`src/rtl/spi_rb_pkg.sv`:
```
package spi_rb_pkg;
   localparam int unsigned FRAME_W = 8;

   typedef logic [FRAME_W-1:0] frame_t;

   function automatic logic frame_is_read(input frame_t f);
      return f[FRAME_W-1];
   endfunction
endpackage

```
`src/rtl/spi_rb_sync.sv`:
```
module spi_rb_sync #(
   parameter int unsigned W       = 3,
   parameter int unsigned STAGES  = 2,
   parameter logic [W-1:0] RST_VAL = '0
) (
   input  logic         clk,
   input  logic         rst_n,
   input  logic [W-1:0] d,
   output logic [W-1:0] q
);
   logic [W-1:0] stg [STAGES];

   for (genvar s = 0; s < STAGES; s++) begin : g_stage
      always_ff @(posedge clk or negedge rst_n) begin
         if (!rst_n)      stg[s] <= RST_VAL;
         else if (s == 0) stg[s] <= d;
         else             stg[s] <= stg[(s == 0) ? 0 : s-1];
      end
   end

   assign q = stg[STAGES-1];
endmodule

```
`src/rtl/spi_rb_shifter.sv`:
```
module spi_rb_shifter
   import spi_rb_pkg::*;
(
   input  logic   clk,
   input  logic   rst_n,
   input  logic   sck_s,
   input  logic   cs_n_s,
   input  logic   mosi_s,
   input  logic   load,
   input  frame_t load_data,
   output logic   byte_done,
   output frame_t rx_byte,
   output logic   miso_q
);
   localparam int unsigned CNT_W = $clog2(FRAME_W);

   logic             sck_d;
   logic [CNT_W-1:0] bit_cnt;
   frame_t           tx_sr;
   logic             rise, fall;

   assign rise = sck_s & ~sck_d;
   assign fall = ~sck_s & sck_d;

   always_ff @(posedge clk or negedge rst_n) begin
      if (!rst_n) begin
         sck_d     <= 1'b0;
         bit_cnt   <= '0;
         rx_byte   <= '0;
         tx_sr     <= '0;
         miso_q    <= 1'b0;
         byte_done <= 1'b0;
      end else begin
         sck_d     <= sck_s;
         byte_done <= 1'b0;
         if (cs_n_s) begin
            bit_cnt <= '0;
            rx_byte <= '0;
            tx_sr   <= '0;
            miso_q  <= 1'b0;
         end else begin
            if (rise) begin
               rx_byte <= {rx_byte[FRAME_W-2:0], mosi_s};
               bit_cnt <= bit_cnt + 1'b1;
               if (bit_cnt == CNT_W'(FRAME_W-1)) byte_done <= 1'b1;
            end
            if (load) begin
               tx_sr <= load_data;
            end else if (fall) begin
               miso_q <= tx_sr[FRAME_W-1];
               tx_sr  <= {tx_sr[FRAME_W-2:0], 1'b0};
            end
         end
      end
   end
endmodule

```
`src/rtl/spi_rb_regs.sv`:
```
module spi_rb_regs #(
   parameter int unsigned ADDR_W = 6,
   parameter int unsigned DATA_W = 8
) (
   input  logic              clk,
   input  logic              rst_n,
   input  logic              we,
   input  logic [ADDR_W-1:0] waddr,
   input  logic [DATA_W-1:0] wdata,
   input  logic [ADDR_W-1:0] raddr,
   output logic [DATA_W-1:0] rdata
);
   localparam int unsigned NREGS = 1 << ADDR_W;

   logic [DATA_W-1:0] mem [NREGS];

   always_ff @(posedge clk or negedge rst_n) begin
      if (!rst_n) begin
         for (int i = 0; i < NREGS; i++) mem[i] <= '0;
      end else if (we) begin
         mem[waddr] <= wdata;
      end
   end

   assign rdata = mem[raddr];
endmodule

```
`src/rtl/spi_regbank_slave.sv`:
```
module spi_regbank_slave
   import spi_rb_pkg::*;
#(
   parameter int unsigned ADDR_W      = 6,
   parameter int unsigned SYNC_STAGES = 2,
   parameter int unsigned FIFO_ADDR   = 9
) (
   input  logic         clk,
   input  logic         rst_n,
   input  logic         sck,
   input  logic         cs_n,
   input  logic         mosi,
   output logic         miso,
   output logic         miso_oe,
   input  logic         fifo_full,
   input  logic [7:0]   fifo_rdata,
   output logic         fifo_push,
   output logic [7:0]   fifo_wdata,
   output logic         fifo_pop,
   output logic         fifo_ovf
);
   localparam int unsigned NREGS = 1 << ADDR_W;
   localparam logic [ADDR_W-1:0] PORT_ADDR = ADDR_W'(FIFO_ADDR);

   if (ADDR_W + 2 != FRAME_W) begin : g_bad_aw
      $error("ADDR_W must leave one direction bit and one spare bit in a frame");
   end
   if (FIFO_ADDR >= NREGS) begin : g_bad_fa
      $error("FIFO_ADDR outside the register space");
   end
   if (SYNC_STAGES < 2) begin : g_bad_sync
      $error("SYNC_STAGES must be at least 2");
   end

   logic   sck_s, cs_n_s, mosi_s;
   logic   byte_done, load;
   frame_t rx_byte, load_data;
   logic   first_q, is_rd_q, rd_end_q;
   logic [ADDR_W-1:0] addr_q, ld_addr;
   logic [7:0] reg_rdata;
   logic   data_frame, wr_frame, rd_more;

   spi_rb_sync #(.W(3), .STAGES(SYNC_STAGES), .RST_VAL(3'b010)) u_sync (
      .clk  (clk),
      .rst_n(rst_n),
      .d    ({sck, cs_n, mosi}),
      .q    ({sck_s, cs_n_s, mosi_s})
   );

   spi_rb_shifter u_shift (
      .clk      (clk),
      .rst_n    (rst_n),
      .sck_s    (sck_s),
      .cs_n_s   (cs_n_s),
      .mosi_s   (mosi_s),
      .load     (load),
      .load_data(load_data),
      .byte_done(byte_done),
      .rx_byte  (rx_byte),
      .miso_q   (miso)
   );

   assign data_frame = byte_done & ~first_q;
   assign wr_frame   = data_frame & ~is_rd_q;
   assign rd_more    = data_frame & is_rd_q & ~rd_end_q & (rx_byte != '0);

   assign ld_addr   = first_q ? rx_byte[FRAME_W-2:1] : addr_q;
   assign load      = (byte_done & first_q & frame_is_read(rx_byte)) | rd_more;
   assign load_data = (ld_addr == PORT_ADDR) ? fifo_rdata : reg_rdata;
   assign fifo_pop  = load & (ld_addr == PORT_ADDR);

   assign fifo_push  = wr_frame & (addr_q == PORT_ADDR) & ~fifo_full;
   assign fifo_wdata = rx_byte;
   assign miso_oe    = ~cs_n_s;

   spi_rb_regs #(.ADDR_W(ADDR_W), .DATA_W(FRAME_W)) u_regs (
      .clk  (clk),
      .rst_n(rst_n),
      .we   (wr_frame & (addr_q != PORT_ADDR)),
      .waddr(addr_q),
      .wdata(rx_byte),
      .raddr(ld_addr),
      .rdata(reg_rdata)
   );

   always_ff @(posedge clk or negedge rst_n) begin
      if (!rst_n) begin
         first_q  <= 1'b1;
         is_rd_q  <= 1'b0;
         rd_end_q <= 1'b0;
         addr_q   <= '0;
         fifo_ovf <= 1'b0;
      end else begin
         if (cs_n_s) begin
            first_q  <= 1'b1;
            rd_end_q <= 1'b0;
         end else if (byte_done) begin
            if (first_q) begin
               first_q <= 1'b0;
               is_rd_q <= frame_is_read(rx_byte);
               addr_q  <= rx_byte[FRAME_W-2:1];
            end else if (is_rd_q && rx_byte == '0) begin
               rd_end_q <= 1'b1;
            end
         end
         if (wr_frame && addr_q == PORT_ADDR && fifo_full) fifo_ovf <= 1'b1;
      end
   end
endmodule

```
`config.mk`:
```
export PLATFORM = sky130hd
export DESIGN_NAME = spi_regbank_slave
export DESIGN_NICKNAME = d
export VERILOG_FILES = /design/src/rtl/spi_rb_pkg.sv /design/src/rtl/spi_rb_sync.sv /design/src/rtl/spi_rb_shifter.sv /design/src/rtl/spi_rb_regs.sv /design/src/rtl/spi_regbank_slave.sv
export SDC_FILE = /design/constraint.sdc
export NUM_CORES = 1
export LEC_CHECK = 0
export BUFFER_PORTS_ARGS = -buffer_cell sky130_fd_sc_hd__buf_4
export CAP_MARGIN = 25
export CELL_PAD_IN_SITES_DETAIL_PLACEMENT = 1
export CELL_PAD_IN_SITES_GLOBAL_PLACEMENT = 1
export CORE_UTILIZATION = 43
export CTS_CLUSTER_SIZE = 24
export DETAILED_ROUTE_END_ITERATION = 16
export PLACE_DENSITY_LB_ADDON = 0.1
export SLEW_MARGIN = 5
export SYNTH_ARGS = -nofsm -noshare
export SYNTH_HDL_FRONTEND = slang
export SYNTH_SLANG_ARGS = --single-unit
```
`constraint.sdc`:
```
create_clock -name clk -period 6.95 [get_ports clk]
set_input_delay 1.0425 -clock clk [delete_from_list [all_inputs] [get_ports clk]]
set_output_delay 1.0425 -clock clk [all_outputs]
set_load 0.05 [all_outputs]
```
==> parameters.txt, run 1 <==
Parameter                              Value

Timing
  Total count of hold-check failures in the final report ... 0
  Final setup TNS ... 0 ps
  Worst-case headroom to the max-slew limit ... 30.0%
  # setup viols final ... 0
  Setup repair after global routing missed its margin ... no
  Final number of max-transition violations ... 0
  Final critical-path required period ... 4710 ps
  Final worst clock skew ... 28.9 ps
  Portion of the clock cycle consumed by the worst path in the final layout ... 67.8%
  Worst Max-Slew Pin Slew ... 1050 ps
  Timing-limited maximum frequency ... 212 MHz

Setup path
  Largest fanout of any net on the critical path ... 101
  Category of the worst setup path launch point ... register
  Highest-delay cell along the critical path ... sky130_fd_sc_hd__dfstp_2
  Cells along the critical path ... mux2_8 -> nor3_1 -> and2_1 -> inv_1 -> nor2_1 -> buf_4
  Crit path kind ... reg -> out
  Data arrival time of the worst path ... 3670 ps
  Crit path required time ... 5910 ps
  Critical path buffer and inverter count ... 2
  Worst path top cell family by delay ... flip-flops
  Critical path endpoint category ... primary output
  Max incr delay on CP ... 960 ps
  Setup slack of the worst register-to-register path ... 2850 ps

Run
  Max-capacitance violation count ... 0

Clock network
  TritonCTS clock tree ... done
  Clock transition at the register clock pins on the worst setup and hold paths after CTS ... 60 ps
  Hold-fix buffers at CTS ... 0
  Clock latency on the worst-skew pair ... 630 ps
  Bufs on Longest Clock Path ... 3
  PostCTS Resize Cnt ... 0
  H-Tree Level Count ... 2
  Number of sinks handled by clock tree synthesis ... 550
  Root Buffer Master ... sky130_fd_sc_hd__clkbuf_16
  Total clock buffers created by CTS ... 61
  Number of setup buffers added after CTS ... 0

GRT
  First-pass GRT wire length ... 114,000 um
  Pin count of the biggest net entering global routing ... 146
  Number of antenna violations at the first check in global routing ... 2
  Overall routing resource usage ... 25.3%
  Number of global-route vias before repair ... 17,500
  Overflow after GRT ... 0

Yosys
  Distinct cell type count after synthesis ... 60
  Largest area contributor in the netlist ... sky130_fd_sc_hd__dfrtp_1
  Most common cell in the synthesized netlist ... sky130_fd_sc_hd__dfrtp_1
  Most used flip-flop cell after synthesis ... sky130_fd_sc_hd__dfrtp_1
  Post-synth EDFFs ... 0
  Total of warnings raised by yosys ... 0
  Syn Area/Cell ... 12.9 um2
  Share of synthesized registers carrying an async set or reset ... 100%
  Largest cells by area after synthesis ... sky130_fd_sc_hd__dfrtp_1 53%, sky130_fd_sc_hd__mux2_2 21%, sky130_fd_sc_hd__mux2i_1 6.1%, sky130_fd_sc_hd__mux4_2 4.8%, sky130_fd_sc_hd__nand2_1 4.3%
  Post-synthesis net count ... 1,998
  Number of flip-flops and latches in the synthesized netlist ... 550
  Share of the yosys chip area belonging to registers ... 53.8%
  Cell count after synthesis ... 1,982
  Most common library cells after synthesis ... 547 x sky130_fd_sc_hd__dfrtp_1, 480 x sky130_fd_sc_hd__mux2_2, 291 x sky130_fd_sc_hd__nand2_1, 155 x sky130_fd_sc_hd__mux2i_1, 89 x sky130_fd_sc_hd__clkbuf_1
  Cell area after synthesis ... 25,600 um2
  Fraction of post-synthesis cell area in the top cell type by area ... 53.5%

Die
  Core Area ... 58,900 um2
  I/O pin total ... 27
  Effective utilization at floorplan ... 43.5%
  Die area ... 60,500 um2
  Die outline width ... 246 um
  DIE HEIGHT ... 246 um
  Row Count ... 89

Pwr
  Pwr dens ... 238 nW/um2
  Leakage dissipation ... 13.2 nW
  Peak VDD IR ... 0.197 mV
  Total power ... 6.82 mW

Routing
  DR WL/cell ... 26.5 um
  Number of DRC markers in iteration 0 ... 1,063
  Count of nets left with antenna violations after detail routing ... 0
  Via Count ... 16,200
  DRT Wirelength ... 73,800 um
  DRC violation count after routing ... 0
  Vias per cell ... 5.82
  Number of iterations in the first detailed-routing pass ... 5

Final layout
  Layout net count ... 1,973
  Proportion of layout cells with a drive suffix above 1 ... 36.2%
  Area delta synth->final ... 12.1%

Placed design
  Routability Congestion ... 0.811
  # port buffers ... 26
  Detailed placer's ending HPWL ... 45,700 um

Min path
  Hold crit path type ... reg -> reg

Outcome
  Outcome ... completed
## registers in the layout (all words and copies together) (netlist names), 3 cells and up
signal and count:
u_sync.q 3, u_shift.tx_sr 8, u_shift.bit_cnt 3, u_sync.stg 3, u_shift.rx_byte 8, addr_q 6, u_regs.mem 512
## where the power goes
| part | switching (mW) | internal [mW] | leakage (nW) | total, mW |
|---|---|---|---|---|
| registers | 0.00812 | 3.21 | 7.65 | 3.21 |
| clock network | 1.36 | 2.13 | 1.09 | 3.49 |
| logic | 0.0948 | 0.0221 | 4.43 | 0.117 |
| total | 1.47 | 5.36 | 13.2 | 6.82 |
## cells in the final DEF, fill, tap and decap left out, types with 4 or more instances in the layout
cell                        count
sky130_fd_sc_hd__dfrtp_1      540
sky130_fd_sc_hd__mux2_2       478
sky130_fd_sc_hd__nand2_1      291
sky130_fd_sc_hd__mux2i_1      153
sky130_fd_sc_hd__clkbuf_16     63
sky130_fd_sc_hd__mux4_2        55
sky130_fd_sc_hd__nand3_1       49
sky130_fd_sc_hd__buf_4         48
sky130_fd_sc_hd__o21ai_0       45
sky130_fd_sc_hd__nor2_1        39
sky130_fd_sc_hd__a21oi_1       32
sky130_fd_sc_hd__clkbuf_8      21
sky130_fd_sc_hd__and3_1        17
sky130_fd_sc_hd__a32oi_1       14
sky130_fd_sc_hd__clkinv_2      13
sky130_fd_sc_hd__a311oi_1      12
sky130_fd_sc_hd__o32ai_1        7
sky130_fd_sc_hd__o22ai_1        7
sky130_fd_sc_hd__bufinv_16      7
sky130_fd_sc_hd__dfrtp_2        7
sky130_fd_sc_hd__inv_1          6
sky130_fd_sc_hd__or4b_1         6
sky130_fd_sc_hd__o31ai_1        6
sky130_fd_sc_hd__and2_1         5
sky130_fd_sc_hd__clkbuf_1       5
sky130_fd_sc_hd__buf_12         4
## path summary, 6_finish.rpt
path,cells past startpoint,start,end
min reg2reg,0,u_sync.stg[3]$_DFF_PN0_,u_sync.q[0]$_DFF_PN0_
max in group asynchronous,2,rst_n,u_regs.mem[103]$_DFFE_PN0P_
max reg2reg,7,u_shift.rx_byte[2]$_DFFE_PN0P_,u_shift.tx_sr[4]$_DFFE_PN0P_
max,6,first_q$_DFFE_PN1P_,fifo_pop
min in group asynchronous,1,rst_n,u_regs.mem[175]$_DFFE_PN0P_
min,0,u_sync.stg[3]$_DFF_PN0_,u_sync.q[0]$_DFF_PN0_
## worst register-to-register path: stages, from the launching register on
cell                      delay (ps)
sky130_fd_sc_hd__dfrtp_2        1040
sky130_fd_sc_hd__mux2_8          990
sky130_fd_sc_hd__buf_4           800
sky130_fd_sc_hd__mux2i_1         200
sky130_fd_sc_hd__mux4_2          530
sky130_fd_sc_hd__nand2_1         100
sky130_fd_sc_hd__o31ai_1          80
sky130_fd_sc_hd__o32ai_1         280
## area by class of cell
type | instances | area [um2]
well taps | 773 | 967
repair buffers | 56 | 483
fillers | 5892 | 30200
inverters | 7 | 26.3
diodes | 2 | 5.00
flip-flops and latches | 550 | 13800
clock buffers | 89 | 1880
multi-input cells | 1281 | 11200
clock inverters | 25 | 315
## per-stage QoR
step / worst slack [ps] / instances / hold slack (ps) / area (um2) / util (%)
2_1_floorplan: 3310 / 1982 / 331 / 25600 / -
3_5_place_dp: 2820 / 2665 / 337 / 26500 / 44.9
5_1_grt: 1980 / 2781 / 364 / 28700 / 48.7
4_1_cts: 2310 / 2779 / 358 / 28700 / 48.7
3_3_place_gp: 2810 / 2661 / 336 / 26400 / 44.9
6_report: 2240 / 2783 / 356 / 28700 / 48.7
## per-layer routing
metal / GRT usage [%] / vias to the layer above / routed length [um]
met2: 39.0 / 302 / 34200
met5: 0 / - / 0
met1: 36.8 / 8704 / 34700
met4: 7.33 / 0 / 1810
li1: - / 7083 / -
met3: 3.79 / 108 / 3150
## cells by family (layout without fill, tap and decap cells)
logic type                 Yosys count  in the layout  synth area share (%)
muxes                              695            695                  32.3
DFF                                550            550                  53.8
and+or+nand+nor                    439            439                  7.54
xor gates and xnor gates             1              1                0.0342
other                                0              2                     0
buffers and inverters              151            177                  2.61
adders and majority gates            2              2                0.0977
AOI/OAI and AO/OA                  144            144                  3.65
Power figures use the tool's default switching activity.
==> inputs of run 2 (changes only) <==
--- a/config.mk
+++ b/config.mk
@@ -5,6 +5,7 @@
 export SDC_FILE = /design/constraint.sdc
 export NUM_CORES = 1
 export LEC_CHECK = 0
+export ABC_AREA = 1
 export BUFFER_PORTS_ARGS = -buffer_cell sky130_fd_sc_hd__buf_4
 export CAP_MARGIN = 25
 export CELL_PAD_IN_SITES_DETAIL_PLACEMENT = 1
==> constraint.sdc (replaced) <==
create_clock -name clk -period 4.4 [get_ports clk]
set_input_delay 0.66 -clock clk [delete_from_list [all_inputs] [get_ports clk]]
set_output_delay 0.66 -clock clk [all_outputs]
set_load 0.05 [all_outputs]
==> parameters.txt, run 2 <==
Parameter                              Value

Yosys
  Distinct cell type count after synthesis ... 37
  Most common cell in the synthesized netlist ... sky130_fd_sc_hd__nand2_1
  Number of flip-flops and latches in the synthesized netlist ... 550
  Most used flip-flop cell after synthesis ... sky130_fd_sc_hd__dfrtp_1
  Syn Area/Cell ... 8.13 um2
  Fraction of post-synthesis cell area in the top cell type by area ... 54.6%
  Post-synthesis net count ... 3,101
  Post-synth EDFFs ... 0
  Share of synthesized registers carrying an async set or reset ... 100%
  Largest area contributor in the netlist ... sky130_fd_sc_hd__dfrtp_1
  Share of the yosys chip area belonging to registers ... 54.9%
  Cell count after synthesis ... 3,085
  Cell area after synthesis ... 25,100 um2
  Largest cells by area after synthesis ... sky130_fd_sc_hd__dfrtp_1 55%, sky130_fd_sc_hd__nand2_1 16%, sky130_fd_sc_hd__nand3_1 11%, sky130_fd_sc_hd__o21ai_0 10%, sky130_fd_sc_hd__buf_2 2.0%
  Most common library cells after synthesis ... 1,093 x sky130_fd_sc_hd__nand2_1, 570 x sky130_fd_sc_hd__nand3_1, 547 x sky130_fd_sc_hd__dfrtp_1, 517 x sky130_fd_sc_hd__o21ai_0, 105 x sky130_fd_sc_hd__clkbuf_1
  Total of warnings raised by yosys ... 0

Timing
  Final setup TNS ... 0 ps
  Portion of the clock cycle consumed by the worst path in the final layout ... 87.9%
  Worst-case headroom to the max-slew limit ... 32.8%
  Final number of max-transition violations ... 0
  Timing-limited maximum frequency ... 259 MHz
  Setup repair after global routing missed its margin ... no
  # setup viols final ... 0
  Worst Max-Slew Pin Slew ... 1000 ps
  Final worst setup slack ... 532 ps
  Final worst clock skew ... 19.3 ps
  Final critical-path required period ... 3870 ps
  Worst-case hold slack ... 12.6 ps
  Total count of hold-check failures in the final report ... 0

Clock network
  Number of sinks handled by clock tree synthesis ... 550
  Total clock buffers created by CTS ... 61
  Hold-fix buffers at CTS ... 0
  Clock latency on the worst-skew pair ... 640 ps
  Number of setup buffers added after CTS ... 0
  TritonCTS clock tree ... done
  Root Buffer Master ... sky130_fd_sc_hd__clkbuf_16
  Clock transition at the register clock pins on the worst setup and hold paths after CTS ... 60 ps
  PostCTS Resize Cnt ... 0
  H-Tree Level Count ... 2
  Bufs on Longest Clock Path ... 3

Placed design
  Placed inst area ... 25,600 um2
  Post-placement setup slack ... 859 ps
  Detailed placer's ending HPWL ... 51,200 um
  # port buffers ... 26
  Routability Congestion ... 0.874
  Placed Cells incl. Taps ... 3,673

Final layout
  Final instance area ... 27,700 um2
  Final cell count without fillers ... 3,784
  Proportion of layout cells with a drive suffix above 1 ... 6.82%
  Commonest cells after routing, fill and taps aside ... 1,090 x sky130_fd_sc_hd__nand2_1, 570 x sky130_fd_sc_hd__nand3_1, 547 x sky130_fd_sc_hd__dfrtp_1
  Most common cell after layout, fill and taps aside ... sky130_fd_sc_hd__nand2_1
  # diodes ... 0
  Layout net count ... 2,987
  Post-layout util ... 48.0%
  Largest reg by FF count ... u_regs.mem
  Max FFs per register ... 512
  Fill cells ... 6,898
  Area delta synth->final ... 10.4%
  Largest registers in the final layout ... u_regs.mem x512, u_shift.rx_byte x8, u_shift.tx_sr x8

Setup path
  Critical path endpoint category ... primary output
  Capture point of the worst reg-to-reg path ... u_shift.tx_sr[0]$_DFFE_PN0P_
  Worst path top cell family by delay ... flip-flops
  Crit path kind ... reg -> out
  Critical path buffer and inverter count ... 3
  Most repeated library cell on the critical path ... sky130_fd_sc_hd__buf_4
  Max incr delay on CP ... 840 ps
  Crit path required time ... 3740 ps
  Category of the worst setup path launch point ... register
  Setup slack of the worst register-to-register path ... 870 ps
  Cells along the critical path ... nand2_1 -> o21ai_2 -> inv_2 -> nor4_2 -> nand3_1 -> buf_4 -> nor2_1 -> buf_4
  Highest-delay cell along the critical path ... sky130_fd_sc_hd__dfstp_2
  Data arrival time of the worst path ... 3210 ps
  R2R depth ... 14
  Largest fanout of any net on the critical path ... 18
  Critical R2R Launch ... first_q$_DFFE_PN1P_

Die
  Effective utilization at floorplan ... 43.5%
  DIE HEIGHT ... 244 um
  Row Count ... 88
  Die outline width ... 244 um
  Core Area ... 57,700 um2
  Die area ... 59,300 um2
  I/O pin total ... 27

Run
  Max-capacitance violation count ... 0

Routing
  Number of iterations in the first detailed-routing pass ... 5
  Via Count ... 21,700
  Vias per cell ... 5.74
  Number of DRC markers in iteration 0 ... 1,709
  DR WL/cell ... 22.9 um
  Count of nets left with antenna violations after detail routing ... 0
  DRC violation count after routing ... 0
  DRT Wirelength ... 86,600 um

GRT
  First-pass GRT wire length ... 136,000 um
  Overflow after GRT ... 0
  Pin count of the biggest net entering global routing ... 120
  Number of global-route vias before repair ... 22,500
  Number of antenna violations at the first check in global routing ... 0
  Overall routing resource usage ... 29.6%

Pwr
  Pwr dens ... 390 nW/um2
  Total power ... 10.8 mW
  Peak VDD IR ... 0.338 mV
  Leakage dissipation ... 11.9 nW

Outcome
  Outcome ... completed

Min path
  Hold crit path type ... in -> async
[run 2: worst max path at each step]
| stage | start | end | slack, ps | cells after the start |
|---|---|---|---|---|
| after CTS | first_q$_DFFE_PN1P_ | fifo_pop | 500 | 8 |
| after global routing | first_q$_DFFE_PN1P_ | fifo_pop | 360 | 8 |
| after detailed placement | first_q$_DFFE_PN1P_ | u_shift.tx_sr[0]$_DFFE_PN0P_ | 860 | 14 |
| after floorplan | u_shift.rx_byte[1]$_DFFE_PN0P_ | fifo_pop | 1220 | 9 |
| after global placement | first_q$_DFFE_PN1P_ | u_shift.tx_sr[0]$_DFFE_PN0P_ | 920 | 14 |
| final | first_q$_DFFE_PN1P_ | fifo_pop | 530 | 8 |
[run 2: power breakdown]
part	total (mW)	switching (mW)	internal, mW
logic	0.231	0.190	0.0405
clock network	5.49	2.16	3.33
registers	5.08	0.00954	5.07
[run 2: final cells by class]
class,count,area (um2),area share (%)
Inverter,43,161,0.583
Tap cell,765,957,3.46
Timing Repair Buffer,65,606,2.19
Clock buffer,86,1780,6.44
Clock inverter,25,362,1.31
Multi-Input combinational cell,2250,10100,36.3
Sequential cell,550,13800,49.7
[run 2: cell families (layout without fill, tap and decap cells)]
logic type / Yosys count / after routing / synth area share [%]
DFF: 550 / 550 / 54.9
AOI/OAI and AO/OA: 532 / 532 / 10.7
adders and majority gates: 2 / 2 / 0.0997
buffers and inverters: 285 / 219 / 5.30
and+or+nand+nor: 1715 / 1715 / 28.9
muxes: 1 / 1 / 0.0449
[run 2: per-layer routing]
layer / part of all wire (%) / GRT usage, % / wire length [um] / vias up
li1: - / - / - / 9986
met1: 45 / 41.2 / 39300 / 11100
met2: 47 / 47.5 / 40700 / 461
met3: 4.1 / 3.56 / 3520 / 180
met4: 3.5 / 11.1 / 3020 / 0
met5: 0 / 0 / 0 / -
==> inputs of run 3 (changes only) <==
--- a/config.mk
+++ b/config.mk
@@ -13,7 +13,7 @@
 export CORE_UTILIZATION = 43
 export CTS_CLUSTER_SIZE = 24
 export DETAILED_ROUTE_END_ITERATION = 16
-export PLACE_DENSITY_LB_ADDON = 0.1
+export PLACE_DENSITY = 0.77
 export SLEW_MARGIN = 5
 export SYNTH_ARGS = -nofsm -noshare
 export SYNTH_HDL_FRONTEND = slang
==> parameters.txt, run 3 (synthesized netlist as in run 2, its figures left out) <==
Parameter                              Value

Pwr
  Total power ... 10.5 mW
  Leakage dissipation ... 11.9 nW
  Peak VDD IR ... 0.375 mV
  Pwr dens ... 380 nW/um2

Placed design
  # port buffers ... 26
  Post-placement setup slack ... 863 ps
  Routability Congestion ... 0.934
  Detailed placer's ending HPWL ... 50,800 um

Final layout
  Multi-input gate area in the final layout ... 10,100 um2
  Most common cell after layout, fill and taps aside ... sky130_fd_sc_hd__nand2_1
  Layout net count ... 2,990
  Max FFs per register ... 512
  Proportion of layout cells with a drive suffix above 1 ... 6.72%
  Largest reg by FF count ... u_regs.mem
  # diodes ... 0
  Area delta synth->final ... 9.95%
  Seq. cell area ... 13,800 um2
  Largest registers in the final layout ... u_regs.mem x512, u_shift.rx_byte x8, u_shift.tx_sr x8
  Commonest cells after routing, fill and taps aside ... 1,090 x sky130_fd_sc_hd__nand2_1, 569 x sky130_fd_sc_hd__nand3_1, 547 x sky130_fd_sc_hd__dfrtp_1
  Fill cells ... 6,877

Die
  Core Area ... 57,700 um2
  Row Count ... 88
  Die outline width ... 244 um
  Die area ... 59,300 um2
  I/O pin total ... 27
  Effective utilization at floorplan ... 43.5%
  DIE HEIGHT ... 244 um

Clock network
  TritonCTS clock tree ... done
  Clock latency on the worst-skew pair ... 650 ps
  Total clock buffers created by CTS ... 60
  Root Buffer Master ... sky130_fd_sc_hd__clkbuf_16
  Number of sinks handled by clock tree synthesis ... 550
  H-Tree Level Count ... 2
  Bufs on Longest Clock Path ... 3
  Clock transition at the register clock pins on the worst setup and hold paths after CTS ... 60 ps

Setup path
  Data arrival time of the worst path ... 3460 ps
  Largest fanout of any net on the critical path ... 18
  Critical path endpoint category ... primary output
  Crit path kind ... reg -> out
  Capture point of the worst reg-to-reg path ... u_shift.tx_sr[0]$_DFFE_PN0P_
  Crit path required time ... 3740 ps
  Critical R2R Launch ... first_q$_DFFE_PN1P_
  Setup slack of the worst register-to-register path ... 870 ps
  Category of the worst setup path launch point ... register
  R2R depth ... 13

GRT
  Number of global-route vias before repair ... 23,500
  Overall routing resource usage ... 29.4%
  First-pass GRT wire length ... 137,000 um
  Pin count of the biggest net entering global routing ... 129
  Number of antenna violations at the first check in global routing ... 1
  Overflow after GRT ... 0

Timing
  Timing-limited maximum frequency ... 243 MHz
  Total count of hold-check failures in the final report ... 0
  Worst Max-Slew Pin Slew ... 1020 ps
  # setup viols final ... 0
  Portion of the clock cycle consumed by the worst path in the final layout ... 93.7%
  Final worst clock skew ... 37.3 ps
  Final worst setup slack ... 278 ps
  Worst-case headroom to the max-slew limit ... 32.3%
  Setup repair after global routing missed its margin ... no
  Final number of max-transition violations ... 0
  Final critical-path required period ... 4120 ps
  Final setup TNS ... 0 ps

Run
  Max-capacitance violation count ... 0

Routing
  Number of DRC markers in iteration 0 ... 2,053
  DR WL/cell ... 22.7 um
  DRT Wirelength ... 85,900 um
  Count of nets left with antenna violations after detail routing ... 0
  DRC violation count after routing ... 0
  Vias per cell ... 5.86
  Number of iterations in the first detailed-routing pass ... 5
  Via Count ... 22,200

Min path
  Count of cells along the worst hold path ... 1
  Hold_sp ... cs_n
  Hold crit path type ... in -> reg
  Terminating pin of the worst hold path ... u_sync.stg[4]$_DFF_PN1_

Outcome
  Outcome ... completed
==> run 3: routing by layer <==
layer	GRT usage (%)	vias up	wire, um	part of all wire (%)
met5	0	-	0	0
met4	11.5	0	3140	3.7
met3	4.40	187	5080	5.9
met2	47.1	670	40000	47
met1	40.3	11300	37700	44
li1	-	9998	-	-
==> run 3: how the worst max path moves through the flow <==
| stage | depth (start not counted) | slack [ps] | from | to |
|---|---|---|---|---|
| floorplan | 9 | 1220 | u_shift.rx_byte[1]$_DFFE_PN0P_ | fifo_pop |
| global placement | 13 | 940 | first_q$_DFFE_PN1P_ | u_shift.tx_sr[0]$_DFFE_PN0P_ |
| CTS | 7 | 160 | first_q$_DFFE_PN1P_ | fifo_pop |
| finish | 7 | 280 | first_q$_DFFE_PN1P_ | fifo_pop |
| global route | 7 | 90 | first_q$_DFFE_PN1P_ | fifo_pop |
| detailed placement | 7 | 860 | first_q$_DFFE_PN1P_ | fifo_pop |
==> run 3: cell type report <==
| cell class | instances | share of cell area, % |
|---|---|---|
| well taps | 765 | 3.47 |
| multi-input cells | 2250 | 36.5 |
| repair buffers | 69 | 2.36 |
| clock inverters | 17 | 0.708 |
| flip-flops and latches | 550 | 49.9 |
| clock buffers | 93 | 6.51 |
| inverters | 43 | 0.585 |
==> run 3: through the flow <==
stage	hold WS [ps]	instance area, um2	instances	util, %
2_1_floorplan	331	25100	3085	-
6_report	120	27600	3787	47.8
4_1_cts	104	27600	3787	47.8
3_3_place_gp	332	25600	3677	44.4
5_1_grt	113	27600	3787	47.8
3_5_place_dp	350	25600	3677	44.4
==> run 3: repair_timing <==
action                                  CTS  global route
endpoints found under the setup margin    0             1
gates resized for setup                   0             1
hold endpoints to repair                  0             0
setup buffers                             0             0
hold buffers                              0             0
==> run 3: critical path, stage by stage (launching register included) <==
cell	delay [ps]
sky130_fd_sc_hd__dfstp_2	850
sky130_fd_sc_hd__nand2_1	150
sky130_fd_sc_hd__o21ai_2	340
sky130_fd_sc_hd__inv_2	340
sky130_fd_sc_hd__nor4_2	360
sky130_fd_sc_hd__nand3_2	330
sky130_fd_sc_hd__nor2_1	210
sky130_fd_sc_hd__buf_4	220
==> run 3: power by group <==
group	total (mW)	switching [mW]	internal, mW
clock	5.17	2.14	3.02
combinational	0.234	0.191	0.0429
sequential	5.08	0.00915	5.07
total	10.5	2.34	8.13
